===== src/rtl/cpwm_pkg.sv =====
package cpwm_pkg;

  localparam int CPWM_CNT_W = 8;
  localparam int CPWM_SEL_W = 2;
  localparam int CPWM_N_SRC = 3;

  typedef enum logic [CPWM_SEL_W-1:0] {
    SRC_LINE   = 2'd0,
    SRC_PIXEL  = 2'd1,
    SRC_PERIPH = 2'd2,
    SRC_RSVD   = 2'd3
  } cpwm_src_e;

  // Map a select code to a source index; the reserved code aliases line.
  function automatic int unsigned cpwm_src_idx(input logic [CPWM_SEL_W-1:0] sel);
    case (cpwm_src_e'(sel))
      SRC_PIXEL:  cpwm_src_idx = 1;
      SRC_PERIPH: cpwm_src_idx = 2;
      default:    cpwm_src_idx = 0;
    endcase
  endfunction

  // Next counter value with natural wrap.
  function automatic logic [CPWM_CNT_W-1:0] cpwm_next(input logic [CPWM_CNT_W-1:0] c);
    cpwm_next = c + 1'b1;
  endfunction

  // Output level for a counter value against a duty.
  function automatic logic cpwm_level(input logic [CPWM_CNT_W-1:0] c,
                                      input logic [CPWM_CNT_W-1:0] d);
    cpwm_level = (c < d);
  endfunction

endpackage


===== src/rtl/cpwm_tick_mux.sv =====
module cpwm_tick_mux
  import cpwm_pkg::*;
#(
  parameter int N_SRC = CPWM_N_SRC,
  parameter int SEL_W = CPWM_SEL_W
) (
  input  logic [N_SRC-1:0] ticks,
  input  logic [SEL_W-1:0] sel,
  output logic             tick
);

  int unsigned idx;

  always_comb begin
    idx  = cpwm_src_idx(sel);
    tick = 1'b0;
    for (int i = 0; i < N_SRC; i++) begin
      if (idx == i) tick = ticks[i];
    end
  end

endmodule


===== src/rtl/cpwm_counter.sv =====
module cpwm_counter
  import cpwm_pkg::*;
#(
  parameter int CNT_W = CPWM_CNT_W
) (
  input  logic             clk,
  input  logic             rst_n,
  input  logic             en,
  input  logic             tick,
  output logic [CNT_W-1:0] cnt,
  output logic             wrap
);

  localparam logic [CNT_W-1:0] CNT_TOP = '1;

  assign wrap = en & tick & (cnt == CNT_TOP);

  always_ff @(posedge clk or negedge rst_n) begin
    if (!rst_n)      cnt <= '0;
    else if (!en)    cnt <= '0;
    else if (tick)   cnt <= cpwm_next(cnt);
  end

endmodule


===== src/rtl/cpwm_duty_shadow.sv =====
module cpwm_duty_shadow #(
  parameter int CNT_W = 8
) (
  input  logic             clk,
  input  logic             rst_n,
  input  logic             en,
  input  logic             wrap,
  input  logic [CNT_W-1:0] duty_in,
  output logic [CNT_W-1:0] duty_act
);

  logic load;
  assign load = ~en | wrap;

  always_ff @(posedge clk or negedge rst_n) begin
    if (!rst_n)     duty_act <= '0;
    else if (load)  duty_act <= duty_in;
  end

endmodule


===== src/rtl/contrast_pwm.sv =====
module contrast_pwm
  import cpwm_pkg::*;
(
  input  logic                  clk,
  input  logic                  rst_n,
  input  logic                  tick_line,
  input  logic                  tick_pixel,
  input  logic                  tick_periph,
  input  logic [CPWM_SEL_W-1:0] src_sel,
  input  logic                  pwm_en,
  input  logic [CPWM_CNT_W-1:0] duty,
  output logic                  pwm_out
);

  logic [CPWM_N_SRC-1:0] tick_vec;
  logic                  sel_tick;
  logic [CPWM_CNT_W-1:0] cnt_q;
  logic                  wrap_evt;
  logic [CPWM_CNT_W-1:0] duty_act;

  assign tick_vec = {tick_periph, tick_pixel, tick_line};

  cpwm_tick_mux #(.N_SRC(CPWM_N_SRC), .SEL_W(CPWM_SEL_W)) u_mux (
    .ticks (tick_vec),
    .sel   (src_sel),
    .tick  (sel_tick)
  );

  cpwm_counter #(.CNT_W(CPWM_CNT_W)) u_cnt (
    .clk   (clk),
    .rst_n (rst_n),
    .en    (pwm_en),
    .tick  (sel_tick),
    .cnt   (cnt_q),
    .wrap  (wrap_evt)
  );

  cpwm_duty_shadow #(.CNT_W(CPWM_CNT_W)) u_duty (
    .clk      (clk),
    .rst_n    (rst_n),
    .en       (pwm_en),
    .wrap     (wrap_evt),
    .duty_in  (duty),
    .duty_act (duty_act)
  );

  assign pwm_out = pwm_en & cpwm_level(cnt_q, duty_act);

endmodule


===== config.mk =====
export PLATFORM = sky130hd
export DESIGN_NAME = contrast_pwm
export DESIGN_NICKNAME = d
export VERILOG_FILES = /design/src/rtl/cpwm_pkg.sv /design/src/rtl/cpwm_tick_mux.sv /design/src/rtl/cpwm_counter.sv /design/src/rtl/cpwm_duty_shadow.sv /design/src/rtl/contrast_pwm.sv
export SDC_FILE = /design/constraint.sdc
export NUM_CORES = 1
export LEC_CHECK = 0
export ABC_AREA = 0
export BUFFER_PORTS_ARGS = -buffer_cell sky130_fd_sc_hd__buf_4
export CORE_MARGIN = 10
export CORE_UTILIZATION = 57
export CTS_BUF_LIST = sky130_fd_sc_hd__clkbuf_8
export DETAILED_ROUTE_END_ITERATION = 8
export GPL_ROUTABILITY_DRIVEN = 1
export GPL_TIMING_DRIVEN = 0
export PLACE_DENSITY = 0.78
export SKIP_LAST_GASP = 1
export SLEW_MARGIN = 10
export SYNTH_ARGS = -nofsm -noshare
export SYNTH_HDL_FRONTEND = slang
export SYNTH_SLANG_ARGS = --single-unit

===== constraint.sdc =====
create_clock -name clk -period 2.4 [get_ports clk]
set_input_delay 0.48 -clock clk [delete_from_list [all_inputs] [get_ports clk]]
set_output_delay 0.48 -clock clk [all_outputs]
set_load 0.01 [all_outputs]

==> results of run 1 <==
==> cell usage after synthesis <==
cell type	instances	area share [%]
a21o_4	1	1.5
mux2_2	8	9.2
o211ai_1	1	0.77
o21ai_0	2	1.0
nor2_1	3	1.2
ha_1	10	13
nand3_1	3	1.5
dfrtp_1	16	41
nand2b_1	3	1.9
xnor2_1	3	2.7
and3_1	1	0.64
and3_2	2	1.5
inv_1	11	4.2
nand3b_4	1	2.1
o31ai_4	1	2.2
a2111o_1	1	1.2
nand2_1	6	2.3
a211oi_1	3	2.3
o31ai_1	2	1.5
mux2i_1	1	1.0
or4_1	1	0.77
nor2b_1	2	1.3
a21oi_1	6	3.1
o21bai_1	1	0.77
or3_1	1	0.64
a31oi_1	1	0.64
==> layout by cell type (no fill, tap or decap) <==
| master | Yosys | routed |
|---|---|---|
| ha_4 | 0 | 1 |
| o21ai_0 | 2 | 2 |
| a21oi_1 | 6 | 5 |
| dfrtp_1 | 16 | 15 |
| a21o_4 | 1 | 1 |
| or3_1 | 1 | 1 |
| and3_2 | 2 | 2 |
| a21oi_2 | 0 | 1 |
| nand3_1 | 3 | 3 |
| mux2i_1 | 1 | 1 |
| and3_1 | 1 | 1 |
| nand2_1 | 6 | 6 |
| o31ai_1 | 2 | 2 |
| clkbuf_8 | 0 | 4 |
| a211oi_1 | 3 | 3 |
| a2111o_1 | 1 | 1 |
| ha_1 | 10 | 9 |
| dfrtp_2 | 0 | 1 |
| or4_1 | 1 | 1 |
| mux2_2 | 8 | 8 |
| nand2b_1 | 3 | 3 |
| o211ai_1 | 1 | 1 |
| a31oi_1 | 1 | 1 |
| xnor2_1 | 3 | 3 |
| nand3b_4 | 1 | 1 |
| buf_4 | 0 | 17 |
| inv_1 | 11 | 11 |
| o31ai_4 | 1 | 1 |
| nor2b_1 | 2 | 2 |
| nor2_1 | 3 | 3 |
| o21bai_1 | 1 | 1 |
==> timing repair <==
action,CTS,global route
resized for setup,0,3
hold buffers,0,0
setup buffers,0,1
endpoints found under the setup margin,0,1
==> sequential cells by signal, indices dropped and copies added, names as in the netlist <==
| name | cells |
|---|---|
| u_cnt.cnt | 8 |
| u_duty.duty_act | 8 |
==> how the worst max path moves through the flow <==
stage | slack [ns] | start | cells after the start | endpoint
CTS | 0.03 | u_cnt.cnt[6]$_DFFE_PN0P_ | 5 | pwm_out
finish | 0.12 | u_cnt.cnt[5]$_DFFE_PN0P_ | 5 | pwm_out
global placement | 0.16 | src_sel[0] | 7 | u_duty.duty_act[2]$_DFFE_PN0P_
detailed placement | 0.11 | src_sel[0] | 7 | u_duty.duty_act[1]$_DFFE_PN0P_
global route | 0.004 | u_cnt.cnt[6]$_DFFE_PN0P_ | 6 | pwm_out
floorplan | 0.38 | src_sel[0] | 6 | u_duty.duty_act[0]$_DFFE_PN0P_
==> metrics by stage <==
step                hold slack (ns)  worst slack [ns]  utilization (%)  total power [mW]  std cells
floorplan                    0.1844            0.3806                -            0.3690         91
global placement             0.3478            0.1587            71.51            0.4058        123
detailed placement           0.3485            0.1136            71.51            0.4126        123
CTS                         0.08216           0.03034            75.04            0.6499        127
global route                0.08226          0.003638            76.65            0.6823        128
finish                      0.07589            0.1161            76.65            0.6492        128
==> final cells by class <==
type | count | share of cell area [%]
inverter | 11 | 3.455
timing repair buffer | 17 | 10.68
sequential | 16 | 33.61
clock buffer | 4 | 4.607
multi-input combinational | 64 | 45.97
tap | 16 | 1.675
==> layer usage <==
layer / vias to the layer above / routed length (um) / GRT usage [%]
li1: 363 / - / -
met1: 366 / 785 / 12.81
met2: 12 / 1031 / 19.53
met3: 4 / 94 / 3.292
met4: 0 / 18 / 4.777
met5: - / 0 / 0
==> worst max-delay path, delay by kind of cell (launching register included) <==
kind	cells	cell delay, ns
DFF	1	0.43
adders and majority gates	1	0.29
and+or+nand+nor	1	0.18
buffers and inverters	1	0.15
AOI/OAI and AO/OA	2	0.51
==> power groups by stage <==
stage | sequential, mW | combinational, mW | clock (mW)
floorplan | 0.302 | 0.0668 | 0
CTS | 0.301 | 0.108 | 0.241
finish | 0.301 | 0.108 | 0.240
detailed placement | 0.306 | 0.107 | 0
global placement | 0.305 | 0.101 | 0
global route | 0.303 | 0.122 | 0.257
==> logic make-up (layout without fill, tap and decap cells) <==
group | after synthesis | count (layout) | synth area share, %
simple gates | 23 | 23 | 13.86
compound gates | 19 | 19 | 15.02
flops | 16 | 16 | 41.08
buf+inv | 11 | 32 | 4.236
fa+ha+maj | 10 | 10 | 12.84
mux | 9 | 9 | 10.27
xor+xnor | 3 | 3 | 2.696
==> results.cfg, run 1 <==
[route]
drtIter0Drc = 8
totalWireLength_mm = 1.930
vias_per_cell = 5.820
drt-wirelength-per-cell_um = 15.08
drc_errors = 0
dr.pass1.iters = 4
ant_nets = 0
num_vias = 745

[sta]
slew_violations = 0
final.setup.tns_ns = 0
fin_crit_sh_pct = 95.16
slew_headroom_pct = 68.79
hold_violations = 0
tightest_slew_ns = 0.4682
period_minus_slack_ns = 2.284
setup-violations-final = 0
fmax_mhz = 437.9
rsz0062_at_grt = false
skew_ns = 0.0004645

[floorplanning]
die-width_um = 61.35
core_area_um2 = 1559
pin_count = 17
die_area_um2 = 3764
row_count = 14
start_util_pct = 62.52
die_h_um = 61.35

[power]
p_comb_share_pct = 16.6
intPower_uw = 490.7
swShare_pct = 24.40
leakagePower_nw = 0.5888
power.switching_uw = 158.4
p_clk_share_pct = 37.0
power_density_nw_per_um2 = 543.3
pwr-share-seq_pct = 46.4
max-vdd-ir-drop_mv = 0.3787

[logic_synthesis]
ys_ff_latch = 16
synth_area_um2 = 974.7
synth_cell_types = 26
synth_cells = 91
synth_warnings = 0
syn_nets = 117
avgSynthCellArea_um2 = 10.71
ys_seq_area_share_pct = 41.08

[placement]
place_area_um2 = 1115
place.port_buffers = 16
dp_hpwl_mm = 1.501
gp_congestion = 0.8345

[setup_path]
crit_path_end_kind = output port
crit_required_ns = 1.92
crit_path_start_kind = register
critPathKind = reg2out
rr_startpoint = u_cnt.cnt[1]$_DFFE_PN0P_
crit_fanout = 4
arrival_ns = 1.80
r2r_cells = 5
r2r_end = u_duty.duty_act[3]$_DFFE_PN0P_
cp_slowest_cell = dfrtp_2
path_cells = ha_1 > and3_1 > a2111o_1 > a31oi_1 > buf_4
cpPeakStageDelay_ns = 0.43
ff2ff_setup_slack_ns = 0.47

[layout]
area_delta_synth_final_pct = 22.59
layout-drive-gt1-share_pct = 33.04
num-fill-cells = 106
regArea_um2 = 401.6
multi_input_area_um2 = 549.3
final_area_um2 = 1195
nets = 139
diodes = 0

[min_path]
hold_class = in2async

[run_status]
outcome = completed

[global_route]
grtUsageTotal_pct = 11.34
grt_overflow = 0
grt_max_degree = 17
grt_first_pass_wirelength_mm = 3.243
antenna_found_initial = 0
grt_pass1_vias = 750

[clock_tree]
cts_tree = yes
insertion_delay_ns = 0.25
cts_root_buffer = clkbuf_8
clk_pin_slew_ns = 0.06
max-clock-path-buffers = 2
cts_inserted_buffers = 3
cts_htree_levels = 1
cts_sinks = 16

[run]
cap_violations = 0
Power figures use the tool's default switching activity.
==> inputs of run 2 (changes only) <==
ABC_AREA = 1   (was 0)
CORE_UTILIZATION = 58   (was 57)
==> run 2 against run 1 <==
Against the previous run: sequential power up 2%; register-to-register slack better by 0.48 ns; via count up 28%; largest power group unchanged; critical path depth unchanged; sequential cell count unchanged; fmax up 9.7%; highest routed layer unchanged.
==> results.cfg, run 2 <==
[floorplanning]
die_h_um = 62.92
core_area_um2 = 1745
start_util_pct = 61.22
pin_count = 17
die_area_um2 = 3959
die-width_um = 62.92
row_count = 15

[route]
vias_per_cell = 5.118
drtIter0Drc = 27
totalWireLength_mm = 2.253
dr.pass1.iters = 4
ant_nets = 0
num_vias = 957
drc_errors = 0
drt-wirelength-per-cell_um = 12.05

[setup_path]
crit_path_end_kind = output port
r2r_cells = 6
path_cells = ha_1 > a211oi_1 > nand3_1 > a21oi_1 > buf_4
crit_required_ns = 1.92
cp_slowest_cell = dfrtp_1
cpPeakStageDelay_ns = 0.42
arrival_ns = 1.60
crit_fanout = 5
critPathKind = reg2out
crit_path_start_kind = register

[logic_synthesis]
synth_cells = 144
yosys-top-cells-area = dfrtp_1 (37%), nand2_1 (16%), ha_1 (12%)
synth.most_common_cell = nand2_1
ys_ff_latch = 16
ys_seq_area_share_pct = 37.47
synth_area_um2 = 1069
async_flop_share_pct = 100.0
synthFlopType = dfrtp_1
syn_nets = 170
synth_edf_count = 0
synth_top_area_share_pct = 37.47
synth_cell_types = 22
yosysTopAreaCell = dfrtp_1
avgSynthCellArea_um2 = 7.420
synth_warnings = 0
synthTopCellsByCount = nand2_1 (45), inv_1 (21), nand3_1 (19), dfrtp_1 (16), ha_1 (10)

[power]
p_clk_share_pct = 32.2
power.switching_uw = 175.4
max-vdd-ir-drop_mv = 0.3515
leakagePower_nw = 0.6984
pwr-share-seq_pct = 48.9
p_comb_share_pct = 18.9
intPower_uw = 452.0
swShare_pct = 27.96
power_uw = 627.4
power_density_nw_per_um2 = 500.4

[placement]
dp_hpwl_mm = 1.701
place_area_um2 = 1212
preCtsSetupSlack_ns = 0.5164
gp_congestion = 0.9010
place.port_buffers = 15

[run_status]
outcome = completed

[clock_tree]
cts_inserted_buffers = 3
max-clock-path-buffers = 2
cts_sinks = 16
post-cts-setup-buffers = 0
cts_htree_levels = 1
cts_tree = yes
ctsHoldBuffers = 0
post_cts_resized = 0
clk_pin_slew_ns = 0.06
cts_root_buffer = clkbuf_8
insertion_delay_ns = 0.25

[min_path]
hold_class = in2async

[global_route]
grtUsageTotal_pct = 11.75
grt_pass1_vias = 893
grt_overflow = 0
antenna_found_initial = 0
grt_first_pass_wirelength_mm = 3.939
grt_max_degree = 17

[sta]
slew_violations = 0
skew_ns = 0.002344
tightest_slew_ns = 0.4481
final.setup.tns_ns = 0
setup_slack_ns = 0.3188
fin_crit_sh_pct = 86.72
fmax_mhz = 480.5
rsz0062_at_grt = false
setup-violations-final = 0
slew_headroom_pct = 70.13
period_minus_slack_ns = 2.081
hold_violations = 0

[layout]
final_area_um2 = 1254
reg_top3 = u_cnt.cnt: 8 flops, u_duty.duty_act: 8 flops
final_cell_mix = nand2_1 (45), inv_1 (21), nand3_1 (19), dfrtp_1 (16), buf_4 (15)
diodes = 0
layout-drive-gt1-share_pct = 17.90
num-fill-cells = 160
area_delta_synth_final_pct = 17.33
final_common_cell = nand2_1
nets = 190

[run]
cap_violations = 0
## run 2: through the flow
| stage | hold WS, ns | utilization [%] | cells |
|---|---|---|---|
| after floorplan | 0.1844 | - | 144 |
| after global placement | 0.3509 | 69.46 | 184 |
| after detailed placement | 0.3556 | 69.46 | 184 |
| after CTS | 0.08791 | 71.83 | 187 |
| after global routing | 0.08778 | 71.83 | 187 |
| final | 0.08585 | 71.83 | 187 |
## run 2: final cells by class
type                       count  area (um^2)  area share (%)
buffer                         2        8.758          0.6986
sequential                    16        400.4           31.94
inverter                      23        86.33           6.886
tap                           25        31.28           2.495
clock buffer                   3        41.29           3.293
multi-input combinational    103        573.1           45.71
timing repair buffer          15        112.6           8.982
## run 2: per-layer routing
layer | share of wire, % | routed length (um) | up-vias | global-route usage [%]
met5 | 0 | 0 | - | 0
met4 | 2.3 | 51 | 0 | 4.190
met3 | 3.6 | 80 | 7 | 2.867
met2 | 45 | 1023 | 28 | 18.65
met1 | 49 | 1098 | 429 | 14.89
li1 | - | - | 493 | -
## run 2: path summary, 6_finish.rpt
path | from | end | slack [ns]
min in group clk | duty[5] | u_duty.duty_act[5]$_DFFE_PN0P_ | 0.43
max in group asynchronous | rst_n | u_cnt.cnt[3]$_DFFE_PN0P_ | 2.12
setup reg to reg | u_cnt.cnt[1]$_DFFE_PN0P_ | u_duty.duty_act[6]$_DFFE_PN0P_ | 0.95
setup / recovery | u_cnt.cnt[7]$_DFFE_PN0P_ | pwm_out | 0.32
hold / removal | rst_n | u_cnt.cnt[4]$_DFFE_PN0P_ | 0.09
hold reg to reg | u_duty.duty_act[7]$_DFFE_PN0P_ | u_duty.duty_act[7]$_DFFE_PN0P_ | 0.50
## run 2: power groups by stage
stage	combinational [mW]	sequential, mW	clock, mW
2_1_floorplan	0.0763	0.308	0
3_3_place_gp	0.114	0.311	0
3_5_place_dp	0.119	0.312	0
4_1_cts	0.120	0.307	0.208
5_1_grt	0.137	0.309	0.220
6_report	0.118	0.307	0.202
## run 2: critical path, delay by kind of cell, from the launching register on
kind | cells | cell delay [ns]
adders and majority gates | 1 | 0.32
buffers and inverters | 1 | 0.14
and+or+nand+nor | 1 | 0.10
AOI/OAI and AO/OA | 2 | 0.38
DFF | 1 | 0.42
## run 2: logic make-up (layout without fill, tap and decap cells)
family          count (synthesis)  count (layout)  synth area share, %
compound gates                 11              11                6.441
xor+xnor                        2               2                1.640
fa+ha+maj                      10              10                11.71
buf+inv                        25              43                8.899
flops                          16              16                37.47
simple gates                   80              80                33.84
==> inputs of run 3 (changes only) <==
RECOVER_POWER = 50   (was not set)
==> run 3 against run 2 <==
Against the previous run: clock-buffer cell count unchanged; non-clock buffer count unchanged; cell count stayed put; hold slack better by 0.25 ns; die area unchanged; first-iteration DRC count up 3.7%; sequential power hardly changed.
==> results.cfg, run 3 (synthesis gave the netlist of run 2 again) <==
[global_route]
antenna_found_initial = 0
grt_pass1_vias = 893
grt_first_pass_wirelength_mm = 3.939
grtUsageTotal_pct = 11.75
grt_overflow = 0
grt_max_degree = 17

[setup_path]
cpLargestDelayFamily = flip-flops
crit_fanout = 5
cp_slowest_cell = dfrtp_1
crit_buf_inv = 1
arrival_ns = 1.60
ff2ff_setup_slack_ns = 0.94
crit_start = u_cnt.cnt[7]$_DFFE_PN0P_
endpoint = pwm_out
rr_startpoint = u_cnt.cnt[1]$_DFFE_PN0P_
critPathKind = reg2out
crit_required_ns = 1.92
cpPeakStageDelay_ns = 0.42
r2r_cells = 6
r2r_end = u_duty.duty_act[6]$_DFFE_PN0P_
path_cells = ha_1 > a211oi_1 > nand3_1 > a21oi_1 > buf_4
crit_path_start_kind = register
crit_path_end_kind = output port
cp.depth = 5

[route]
dr.pass1.iters = 6
drtIter0Drc = 28
ant_nets = 0
totalWireLength_mm = 2.264
drc_errors = 0
vias_per_cell = 5.139
drt-wirelength-per-cell_um = 12.11
num_vias = 961

[clock_tree]
max-clock-path-buffers = 2
cts_root_buffer = clkbuf_8
clk_pin_slew_ns = 0.06
post-cts-setup-buffers = 0
cts_tree = yes
post_cts_resized = 0
cts_inserted_buffers = 3
cts_htree_levels = 1
cts_sinks = 16
ctsHoldBuffers = 0
insertion_delay_ns = 0.25

[sta]
setup-violations-final = 0
slew_violations = 0
tightest_slew_ns = 0.9089
slew_headroom_pct = 39.41
fmax_mhz = 480.1
fin_crit_sh_pct = 86.79
final.setup.tns_ns = 0
whs_ns = 0.3386
rsz0062_at_grt = false
hold_violations = 0
period_minus_slack_ns = 2.083
skew_ns = 0.002298

[layout]
num-fill-cells = 160
nets = 190
regArea_um2 = 400.4
multi_input_area_um2 = 573.1
diodes = 0
stdcell_count = 187
area_delta_synth_final_pct = 16.98
final_cell_mix = nand2_1 (45), inv_1 (21), nand3_1 (19), dfrtp_1 (16), buf_4 (14)
reg_top3 = u_cnt.cnt: 8 flops, u_duty.duty_act: 8 flops
final_area_um2 = 1250
final_common_cell = nand2_1
layout-drive-gt1-share_pct = 17.28

[floorplanning]
start_util_pct = 61.22
row_count = 15
die-width_um = 62.92
pin_count = 17
die_h_um = 62.92
core_area_um2 = 1745
die_area_um2 = 3959

[run]
cap_violations = 0

[placement]
gp_congestion = 0.9010
place_area_um2 = 1212
dp_hpwl_mm = 1.701
dp.cells = 184
place.port_buffers = 15

[power]
max-vdd-ir-drop_mv = 0.3510
power_density_nw_per_um2 = 501.1
leakagePower_nw = 0.6948

[run_status]
outcome = completed

[min_path]
hold_class = in2async
## run 3: cell count changes in the layout (fill, tap and decap cells not counted)
cell      change
clkbuf_1      +1
buf_4         -1
## run 3: worst min path at each step
stage / end / slack (ns)
after global placement: u_cnt.cnt[2]$_DFFE_PN0P_ / 0.35
after global routing: u_cnt.cnt[5]$_DFFE_PN0P_ / 0.39
final: u_cnt.cnt[0]$_DFFE_PN0P_ / 0.34
after CTS: u_cnt.cnt[4]$_DFFE_PN0P_ / 0.09
after floorplan: u_cnt.cnt[0]$_DFFE_PN0P_ / 0.18
after detailed placement: u_cnt.cnt[2]$_DFFE_PN0P_ / 0.36
## run 3: where the power goes
part	internal [mW]	switching (mW)	total (mW)
clock	0.111	0.0905	0.202
sequential	0.290	0.0170	0.307
combinational	0.0499	0.0676	0.118
## run 3: metal layers
metal / vias up / GRT usage, % / routed length (um)
li1: 494 / - / -
met3: 7 / 2.867 / 87
met5: - / 0 / 0
met4: 0 / 4.190 / 51
met2: 26 / 18.65 / 1025
met1: 434 / 14.89 / 1099
## run 3: stage by stage
stage          power (mW)  util [%]  setup slack [ns]
5_1_grt            0.6660     71.61            0.2308
3_3_place_gp       0.4249     69.46            0.5478
6_report           0.6263     71.61            0.3169
3_5_place_dp       0.4304     69.46            0.5164
2_1_floorplan      0.3842         -            0.7327
4_1_cts            0.6342     71.83            0.3039
## run 3: final cells by class
class,instances,area share (%)
flip-flops and latches,16,32.03
clock buffers,3,3.303
repair buffers,15,8.709
well taps,25,2.503
plain buffers,2,0.7007
multi-input cells,103,45.85
inverters,23,6.907
## run 3: worst reg2reg max path: cells and delay by family, from the launching register on
| kind | cells | cell delay [ns] |
|---|---|---|
| adder cells (fa/ha/maj) | 1 | 0.21 |
| AND/OR/NAND/NOR | 5 | 0.74 |
| flip-flops | 1 | 0.42 |
